===== config.mk =====
export PLATFORM = sky130hd
export DESIGN_NAME = e1_ais_detect
export DESIGN_NICKNAME = d
export VERILOG_FILES = /design/src/rtl/ais_pkg.sv /design/src/rtl/ais_mode_ctl.sv /design/src/rtl/ais_window.sv /design/src/rtl/ais_status.sv /design/src/rtl/e1_ais_detect.sv
export SDC_FILE = /design/constraint.sdc
export NUM_CORES = 1
export LEC_CHECK = 0
export ABC_AREA = 1
export BUFFER_PORTS_ARGS = -buffer_cell sky130_fd_sc_hd__buf_2
export CAP_MARGIN = 20
export CORE_MARGIN = 5
export CORE_UTILIZATION = 56
export DETAILED_ROUTE_END_ITERATION = 8
export HOLD_SLACK_MARGIN = 0.02
export PLACE_DENSITY = 0.79
export SETUP_SLACK_MARGIN = 0.05
export SYNTH_ARGS = -nofsm -noshare
export SYNTH_HDL_FRONTEND = slang
export SYNTH_SLANG_ARGS = --single-unit

===== constraint.sdc =====
create_clock -name clk -period 1.16 [get_ports clk]
set_clock_uncertainty 0.2 [all_clocks]
set_input_delay 0.116 -clock clk [delete_from_list [all_inputs] [get_ports clk]]
set_output_delay 0.116 -clock clk [all_outputs]
set_load 0.02 [all_outputs]

===== src/rtl/ais_pkg.sv =====
package ais_pkg;

  typedef enum logic {
    AIS_MODE_GATED  = 1'b0,
    AIS_MODE_PAIRED = 1'b1
  } ais_mode_e;

endpackage


===== src/rtl/ais_mode_ctl.sv =====
module ais_mode_ctl
  import ais_pkg::*;
(
  input  logic      clk,
  input  logic      rst_n,
  input  logic      mode_sel,
  output ais_mode_e mode_q,
  output logic      restart
);

  ais_mode_e mode_d;

  always_comb begin
    restart = (mode_sel != logic'(mode_q));
    mode_d  = mode_q;
    if (restart) begin
      mode_d = ais_mode_e'(mode_sel);
    end
  end

  always_ff @(posedge clk or negedge rst_n) begin
    if (!rst_n) begin
      mode_q <= AIS_MODE_GATED;
    end else begin
      mode_q <= mode_d;
    end
  end

endmodule


===== src/rtl/ais_window.sv =====
module ais_window #(
  parameter int WIN_BITS = 512,
  parameter int ZERO_THR = 3
) (
  input  logic clk,
  input  logic rst_n,
  input  logic restart,
  input  logic bit_vld,
  input  logic bit_data,
  output logic win_done,
  output logic win_quiet
);

  localparam int CNT_W = (WIN_BITS > 1) ? $clog2(WIN_BITS) : 1;
  localparam int ZW    = $clog2(ZERO_THR + 1);
  localparam logic [CNT_W-1:0] LAST_IDX = CNT_W'(WIN_BITS - 1);
  localparam logic [ZW-1:0]    THR      = ZW'(ZERO_THR);

  logic [CNT_W-1:0] bit_cnt_q, bit_cnt_d;
  logic [ZW-1:0]    zero_cnt_q, zero_cnt_d;
  logic [ZW-1:0]    zero_inc;
  logic             done_d;
  logic             quiet_d;
  logic             last_bit;
  logic             cnt_en;

  // saturating zero count including the current bit
  always_comb begin
    zero_inc = zero_cnt_q;
    if (!bit_data && (zero_cnt_q < THR)) begin
      zero_inc = zero_cnt_q + ZW'(1);
    end
  end

  assign last_bit = bit_vld && (bit_cnt_q == LAST_IDX);
  assign cnt_en   = restart || bit_vld;

  always_comb begin
    bit_cnt_d  = bit_cnt_q;
    zero_cnt_d = zero_cnt_q;
    done_d     = 1'b0;
    quiet_d    = win_quiet;
    if (restart) begin
      bit_cnt_d  = '0;
      zero_cnt_d = '0;
    end else if (bit_vld) begin
      if (last_bit) begin
        bit_cnt_d  = '0;
        zero_cnt_d = '0;
        done_d     = 1'b1;
        quiet_d    = (zero_inc < THR);
      end else begin
        bit_cnt_d  = bit_cnt_q + CNT_W'(1);
        zero_cnt_d = zero_inc;
      end
    end
  end

  always_ff @(posedge clk or negedge rst_n) begin
    if (!rst_n) begin
      bit_cnt_q  <= '0;
      zero_cnt_q <= '0;
    end else if (cnt_en) begin
      bit_cnt_q  <= bit_cnt_d;
      zero_cnt_q <= zero_cnt_d;
    end
  end

  always_ff @(posedge clk or negedge rst_n) begin
    if (!rst_n) begin
      win_done  <= 1'b0;
      win_quiet <= 1'b0;
    end else begin
      win_done  <= done_d;
      win_quiet <= quiet_d;
    end
  end

endmodule


===== src/rtl/ais_status.sv =====
module ais_status
  import ais_pkg::*;
(
  input  logic      clk,
  input  logic      rst_n,
  input  ais_mode_e mode_q,
  input  logic      restart,
  input  logic      win_done,
  input  logic      win_quiet,
  input  logic      lfa,
  input  logic      fas_found,
  input  logic      sim_en,
  output logic      ais,
  output logic      ais_irq
);

  logic line_q, line_d;
  logic prev_quiet_q, prev_quiet_d;
  logic prev_vld_q, prev_vld_d;
  logic ais_d;
  logic irq_d;
  logic judge;

  assign judge = win_done && !restart;

  // alarm derived from the line only
  always_comb begin
    line_d = line_q;
    if (judge) begin
      unique case (mode_q)
        AIS_MODE_GATED: begin
          line_d = win_quiet && lfa;
        end
        AIS_MODE_PAIRED: begin
          if (prev_vld_q && prev_quiet_q && win_quiet) begin
            line_d = 1'b1;
          end else if (prev_vld_q && !prev_quiet_q && !win_quiet) begin
            line_d = 1'b0;
          end
        end
        default: line_d = line_q;
      endcase
    end
    if ((mode_q == AIS_MODE_PAIRED) && fas_found) begin
      line_d = 1'b0;
    end
  end

  // one-window history for the paired policy
  always_comb begin
    prev_quiet_d = prev_quiet_q;
    prev_vld_d   = prev_vld_q;
    if (restart) begin
      prev_vld_d   = 1'b0;
      prev_quiet_d = 1'b0;
    end else if (win_done) begin
      prev_vld_d   = 1'b1;
      prev_quiet_d = win_quiet;
    end
  end

  always_comb begin
    ais_d = sim_en || line_d;
    irq_d = ais_d && !ais;
  end

  always_ff @(posedge clk or negedge rst_n) begin
    if (!rst_n) begin
      line_q       <= 1'b0;
      prev_quiet_q <= 1'b0;
      prev_vld_q   <= 1'b0;
    end else begin
      line_q       <= line_d;
      prev_quiet_q <= prev_quiet_d;
      prev_vld_q   <= prev_vld_d;
    end
  end

  always_ff @(posedge clk or negedge rst_n) begin
    if (!rst_n) begin
      ais     <= 1'b0;
      ais_irq <= 1'b0;
    end else begin
      ais     <= ais_d;
      ais_irq <= irq_d;
    end
  end

endmodule


===== src/rtl/e1_ais_detect.sv =====
module e1_ais_detect
  import ais_pkg::*;
#(
  parameter int WIN_BITS = 512,
  parameter int ZERO_THR = 3
) (
  input  logic clk,
  input  logic rst_n,
  input  logic bit_vld,
  input  logic bit_data,
  input  logic lfa,
  input  logic fas_found,
  input  logic mode_sel,
  input  logic sim_en,
  output logic ais,
  output logic ais_irq
);

  logic      rst_meta_n;
  logic      rst_sync_n;
  ais_mode_e mode_q;
  logic      restart;
  logic      win_done;
  logic      win_quiet;

  // asynchronous assertion, synchronous release
  always_ff @(posedge clk or negedge rst_n) begin
    if (!rst_n) begin
      rst_meta_n <= 1'b0;
      rst_sync_n <= 1'b0;
    end else begin
      rst_meta_n <= 1'b1;
      rst_sync_n <= rst_meta_n;
    end
  end

  ais_mode_ctl u_mode (
    .clk     (clk),
    .rst_n   (rst_sync_n),
    .mode_sel(mode_sel),
    .mode_q  (mode_q),
    .restart (restart)
  );

  ais_window #(
    .WIN_BITS(WIN_BITS),
    .ZERO_THR(ZERO_THR)
  ) u_win (
    .clk      (clk),
    .rst_n    (rst_sync_n),
    .restart  (restart),
    .bit_vld  (bit_vld),
    .bit_data (bit_data),
    .win_done (win_done),
    .win_quiet(win_quiet)
  );

  ais_status u_stat (
    .clk      (clk),
    .rst_n    (rst_sync_n),
    .mode_q   (mode_q),
    .restart  (restart),
    .win_done (win_done),
    .win_quiet(win_quiet),
    .lfa      (lfa),
    .fas_found(fas_found),
    .sim_en   (sim_en),
    .ais      (ais),
    .ais_irq  (ais_irq)
  );

endmodule


==> results of run 1 <==
cell usage after synthesis:
master and n:
a21oi_1 5, buf_12 1, clkbuf_1 1, conb_1 1, dfrtp_1 21, ha_1 3
inv_1 15, inv_2 3, nand2_1 26, nand2_2 3, nand2_4 3, nand3_1 7
nand3_4 1, nand4_1 1, nor2_1 13, nor2_2 1, nor4b_1 1, o21ai_0 3
o21ai_1 3, o22ai_1 3, o31ai_1 1, xor2_1 2, xor2_2 1
cells in the final DEF (no fill, tap or decap):
cell type / instances
a21oi_1: 3
dlygate4sd3_1: 4
o21ai_2: 1
nand4_1: 1
nand3_2: 1
ha_1: 1
o22ai_2: 3
a21oi_2: 2
nand2_2: 9
nor2_4: 2
inv_2: 2
clkinvlp_4: 1
ha_2: 2
nand3_4: 1
nand3_1: 6
nand2_1: 17
buf_4: 25
nor2_2: 1
nor2_1: 11
inv_1: 15
o21ai_1: 3
inv_4: 1
buf_2: 7
xor2_2: 1
o31ai_4: 1
nor4b_2: 1
conb_1: 1
buf_6: 5
o21ai_0: 2
xor2_1: 2
dfrtp_1: 21
clkbuf_4: 3
nand2_4: 6
worst reg2reg max path, stage by stage, from the launching register on:
cell and delay [ns]:
dfrtp_1 0.39, ha_2 0.19, nand2_2 0.07, nor4b_2 0.30, ha_2 0.24, nand2_2 0.08
nand2_4 0.09, inv_4 0.06, nand2_4 0.11, inv_2 0.07, nand2_1 0.08, nand2_1 0.05
final cells by class:
type                    instances  area [sq um]  area share (%)
clock inverters                 1          7.51           0.495
well taps                      25          31.3            2.06
inverters                      18          70.1            4.62
multi-input cells              78           542            35.7
clock buffers                   3          22.5            1.48
flip-flops and latches         21           526            34.6
repair buffers                 41           319            21.0
report_power, final:
group,internal [mW],switching [mW],leakage (nW)
Combinational,0.149,0.176,0.471
Clock,0.132,0.256,0.0139
Sequential,0.763,0.0201,0.280
registers in the layout (all words and copies together), names as in the netlist:
name,flops
rst_meta_n,1
u_stat.prev_vld_q,1
u_win.bit_cnt_q,9
u_stat.line_q,1
u_win.win_quiet,1
u_win.zero_cnt_q,2
u_win.win_done,1
u_stat.ais_irq,1
u_mode.mode_q,1
u_stat.ais,1
u_stat.prev_quiet_q,1
rst_sync_n,1
cells by family after synthesis:
group           synth area share [%]
fa+ha+maj                       3.59
other cells                    0.359
buf+inv                         8.73
compound gates                  7.77
xor+xnor                        3.23
simple gates                    26.1
flops                           50.2
final timing paths:
check / startpoint / to / slack (ns) / cells after the start
worst min register to register: rst_sync_n$_DFF_PN0_ / u_win.win_quiet$_DFFE_PN0P_ / -0.01 / 1
worst min-delay path: bit_vld / u_win.win_done$_DFF_PN0_ / -0.09 / 3
max in group asynchronous: rst_n / rst_sync_n$_DFF_PN0_ / 0.22 / 3
min in group asynchronous: rst_sync_n$_DFF_PN0_ / u_win.win_quiet$_DFFE_PN0P_ / -0.01 / 1
worst max-delay path: u_win.bit_cnt_q[0]$_DFFE_PN0P_ / u_win.bit_cnt_q[8]$_DFFE_PN0P_ / -0.85 / 11
worst max register to register: u_win.bit_cnt_q[0]$_DFFE_PN0P_ / u_win.bit_cnt_q[8]$_DFFE_PN0P_ / -0.85 / 11
metrics by stage:
stage | util (%) | cells
after global placement | 72.8 | 173
after detailed placement | 72.8 | 173
after floorplan | - | 119
final | 87.0 | 187
after CTS | 82.2 | 183
after global routing | 87.0 | 187
repair_timing:
item                                   4_1_cts  5_1_grt
setup endpoints to repair                   20       20
pin swaps                                   15        7
gates resized for setup                     24       13
endpoints found under the hold margin       29        5
gates cloned                                 0        0
buffers inserted                             3        5
metal layers:
| metal | wire (um) | vias up | global-route usage (%) |
|---|---|---|---|
| li1 | - | 458 | - |
| met1 | 1310 | 488 | 26.0 |
| met2 | 1490 | 73 | 36.5 |
| met3 | 269 | 24 | 6.20 |
| met4 | 223 | 0 | 12.8 |
| met5 | 0 | - | 0 |
==> flow_summary.toml, run 1 <==
[final_layout]
finish.instance_area_sq_um = 1520
areaGrowthSynthToFinish_pct = 45.1
fillers = 70
final_net_count = 174
antenna_cells = 0
final_layout_size_suffix_gt1_share_pct = 46.3

[run_status]
violations = "negative hold slack, negative setup slack"
status = "finished, violations left"

[synth]
synth_nets = 130
yosys.area.top_type = "dfrtp_1"
synth-seq-cells = 21
syn_area_per_cell_sq_um = 8.79
ys_warn_count = 0
postSynthCellCount = 119
ys_types = 23
netlist_area_sq_um = 1050
ys_seq_area_share_pct = 50.2
synth_area_leaders = "dfrtp_1 50%, nand2_1 9.3%, inv_1 5.4%"
netlist.area_leader.share_pct = 50.2

[critical_path]
max_stage_delay_ns = 0.39
path_buf_inv = 2
crit_fanout = 5
start_kind = "flop"
path_cells = "ha_2 -> nand2_2 -> nor4b_2 -> ha_2 -> nand2_2 -> nand2_4 -> inv_4 -> nand2_4 -> inv_2 -> nand2_1 -> nand2_1"
endpoint_kind = "flop"
critPathTopFamily = "simple AND/OR/NAND/NOR gates"
cp.required_ns = 1.20
crit_arrival_ns = 2.05
slowest_stage = "dfrtp_1"
critPathKind = "reg -> reg"

[cts]
cts_buffer_depth = 2
clk-insertion-delay-late_ns = 0.33
cts_hold_buffers = 4
root_buffer = "clkbuf_4"
tritoncts = "built"
numCtsBuffers = 3
numClockSinks = 21
htree_levels = 1
clkTransAtPathRegs_ns = 0.13

[die]
dieArea_sq_um = 2830
initial_utilization_pct = 59.9
die_w_um = 53.2
die_h_um = 53.2
rows = 15
core-area_sq_um = 1750
io_pins = 10

[place]
postPlaceCellArea_sq_um = 1270
dp_hpwl_um = 1520
dp_slack_ns = -0.641
place.gp.congestion = 0.876
io_buffer_count = 9

[routing]
avgViaCountPerCell = 5.58
wl_per_cell_um = 17.6
ant_nets = 0
firstDrtPassIters = 4
drt-total-wl_um = 3300
drc = 0
num_vias = 1043
drtIter0Drc = 55

[sta]
rsz0062_at_grt = "yes"
timing.fmax_ghz = 0.496
maxSlewViolCount = 0
setup_violations = 20
post-route-period-util_pct = 174
setup_slack_ns = -0.854
period_needed_ns = 2.01
finalHoldViolations = 16
tns_ns = -11.06
whs_ns = -0.0936

[grt]
grt_usage_pct = 22.4
grt_pass1_vias = 1004
antenna_found_initial = 0
grt_start_max_net_pins = 20
grt_pass1_wl_um = 4420
grt.overflow.total = 0

[power_and_ir_drop]
p_total_mw = 1.50
peakVddDrop_v = 0.00116
powerDensity_nw_per_um2 = 985
p_leak_nw = 0.765

[job]
max_cap_viol_count = 0

[worst_hold_path]
min_path_type = "in -> reg"
No activity file was read; power rests on OpenSTA's default activity.
==> run 2, diff against run 1 <==
CORE_ASPECT_RATIO = 0.5   (was not set)
CORE_UTILIZATION = 40   (was 56)
PLACE_DENSITY = 0.61   (was 0.79)
==> run 2 against run 1 <==
- the flow still finishes with violations (negative hold slack, negative setup slack)
- utilization fell by 25 points
- combinational power fell by 2%
- worst setup slack improved by 0.20 ns
- highest routed layer unchanged
- clock power rose by 21%
- largest power group unchanged
- first-iteration DRC count rose by 13%
==> flow_summary.toml, run 2 (synthesized netlist as in run 1, its figures left out) <==
[sta]
finalHoldViolations = 19
period_needed_ns = 1.82
timing.fmax_ghz = 0.550
setup_violations = 16
post-route-period-util_pct = 157
setup_slack_ns = -0.657
rsz0062_at_grt = "yes"
whs_ns = -0.0109
maxSlewViolCount = 0

[critical_path]
cp.required_ns = 1.12
crit_fanout = 4
endpoint_kind = "flop"
rr_worst_depth = 11
crit_arrival_ns = 1.78
critPathKind = "reg -> reg"
r2r-end = "u_win.bit_cnt_q[7]$_DFFE_PN0P_"
start_kind = "flop"
rrSetupSlack_ns = -0.66
r2r-start = "u_win.bit_cnt_q[1]$_DFFE_PN0P_"

[routing]
wl_per_cell_um = 11.7
avgViaCountPerCell = 4.57
firstDrtPassIters = 4
ant_nets = 0
drtIter0Drc = 62
drc = 0
num_vias = 924
drt-total-wl_um = 2360

[grt]
grt.overflow.total = 0
grt_pass1_wl_um = 3550
grt_usage_pct = 12.4
grt_start_max_net_pins = 20
grt_pass1_vias = 892
antenna_found_initial = 0

[final_layout]
fin_util_pct = 62.4
largest_registers = "u_win.bit_cnt_q: 9 flops, u_win.zero_cnt_q: 2 flops"
multi_input_area_sq_um = 556
final_layout_size_suffix_gt1_share_pct = 48.5
areaGrowthSynthToFinish_pct = 52.3
fillers = 211
final_net_count = 177
largest_register_ffs = 9
regMostFlops = "u_win.bit_cnt_q"
layout_commonest_cell = "buf_4"
regArea_sq_um = 526
final_cell_mix = "26 x buf_4, 21 x dfrtp_1, 18 x nand2_1"
antenna_cells = 0

[place]
io_buffer_count = 9
place.gp.congestion = 0.826
dp_hpwl_um = 1470

[cts]
tritoncts = "built"
clk-insertion-delay-late_ns = 0.26
numCtsBuffers = 3
cts_hold_buffers = 4
htree_levels = 1
cts_buffer_depth = 2
clkTransAtPathRegs_ns = 0.08
root_buffer = "clkbuf_8"
numClockSinks = 21

[die]
initial_utilization_pct = 41.0
dieArea_sq_um = 3800
core-area_sq_um = 2550
rows = 13
die_w_um = 82.3
io_pins = 10
die_h_um = 46.2

[power_and_ir_drop]
p_total_mw = 1.57
powerDensity_nw_per_um2 = 985
p_leak_nw = 0.805
peakVddDrop_v = 0.000438

[run_status]
status = "finished, violations left"
violations = "negative hold slack, negative setup slack"

[worst_hold_path]
min_path_type = "reg -> async"

[job]
max_cap_viol_count = 0
run 2: worst max-delay path by stage:
stage / startpoint / end / slack, ns / cells after the start
after global routing: u_win.bit_cnt_q[1]$_DFFE_PN0P_ / u_win.bit_cnt_q[7]$_DFFE_PN0P_ / -0.81 / 11
after detailed placement: u_win.bit_cnt_q[0]$_DFFE_PN0P_ / u_win.bit_cnt_q[7]$_DFFE_PN0P_ / -0.64 / 11
final: u_win.bit_cnt_q[1]$_DFFE_PN0P_ / u_win.bit_cnt_q[7]$_DFFE_PN0P_ / -0.66 / 11
after CTS: u_win.bit_cnt_q[0]$_DFFE_PN0P_ / u_win.bit_cnt_q[8]$_DFFE_PN0P_ / -0.58 / 11
after floorplan: u_win.bit_cnt_q[0]$_DFFE_PN0P_ / u_win.bit_cnt_q[7]$_DFFE_PN0P_ / -0.62 / 11
after global placement: u_win.bit_cnt_q[0]$_DFFE_PN0P_ / u_win.bit_cnt_q[7]$_DFFE_PN0P_ / -0.58 / 11
run 2: worst max-delay path, stage by stage, from the launching register on:
cell     delay [ns]
dfrtp_1        0.36
ha_2           0.19
nand2_2        0.06
nor4b_2        0.22
ha_2           0.23
nand2_4        0.07
nand2_4        0.09
inv_4          0.05
nand2_2        0.07
nand2_1        0.07
o21ai_1        0.07
inv_1          0.05
run 2: routing by layer:
layer | vias to the layer above | track usage (%) | part of all wire [%]
li1 | 461 | - | -
met1 | 439 | 13.3 | 42
met2 | 18 | 23.6 | 53
met3 | 6 | 4.10 | 3.4
met4 | 0 | 3.97 | 1.5
met5 | - | 0 | 0
run 2: through the flow:
| step | worst slack, ns | hold slack, ns | setup TNS, ns | std cells | instance area, sq um |
|---|---|---|---|---|---|
| CTS | -0.584 | -0.0401 | -7.40 | 196 | 1450 |
| global route | -0.806 | 0.0242 | -10.13 | 202 | 1590 |
| floorplan | -0.620 | -0.380 | -6.84 | 119 | 1050 |
| global placement | -0.575 | -0.299 | -7.19 | 184 | 1280 |
| detailed placement | -0.644 | -0.296 | -7.89 | 184 | 1280 |
| finish | -0.657 | -0.0109 | -8.28 | 202 | 1590 |
run 2: cell type report:
cell class              count  area share, %
multi-input cells          78           34.9
flip-flops and latches     21           33.0
repair buffers             44           21.9
inverters                  18           4.40
well taps                  37           2.91
clock buffers               3           2.59
clock inverters             1          0.314
run 2: power breakdown:
group	switching, mW	internal [mW]
clock network	0.232	0.239
registers	0.0176	0.762
logic	0.164	0.154
total	0.414	1.16
run 2: what timing repair did:
| action | 4_1_cts | 5_1_grt |
|---|---|---|
| endpoints found under the setup margin | 18 | 20 |
| resized for setup | 18 | 24 |
| setup buffers | 4 | 8 |
| hold endpoints to repair | 25 | 1 |
| pin swaps | 10 | 10 |
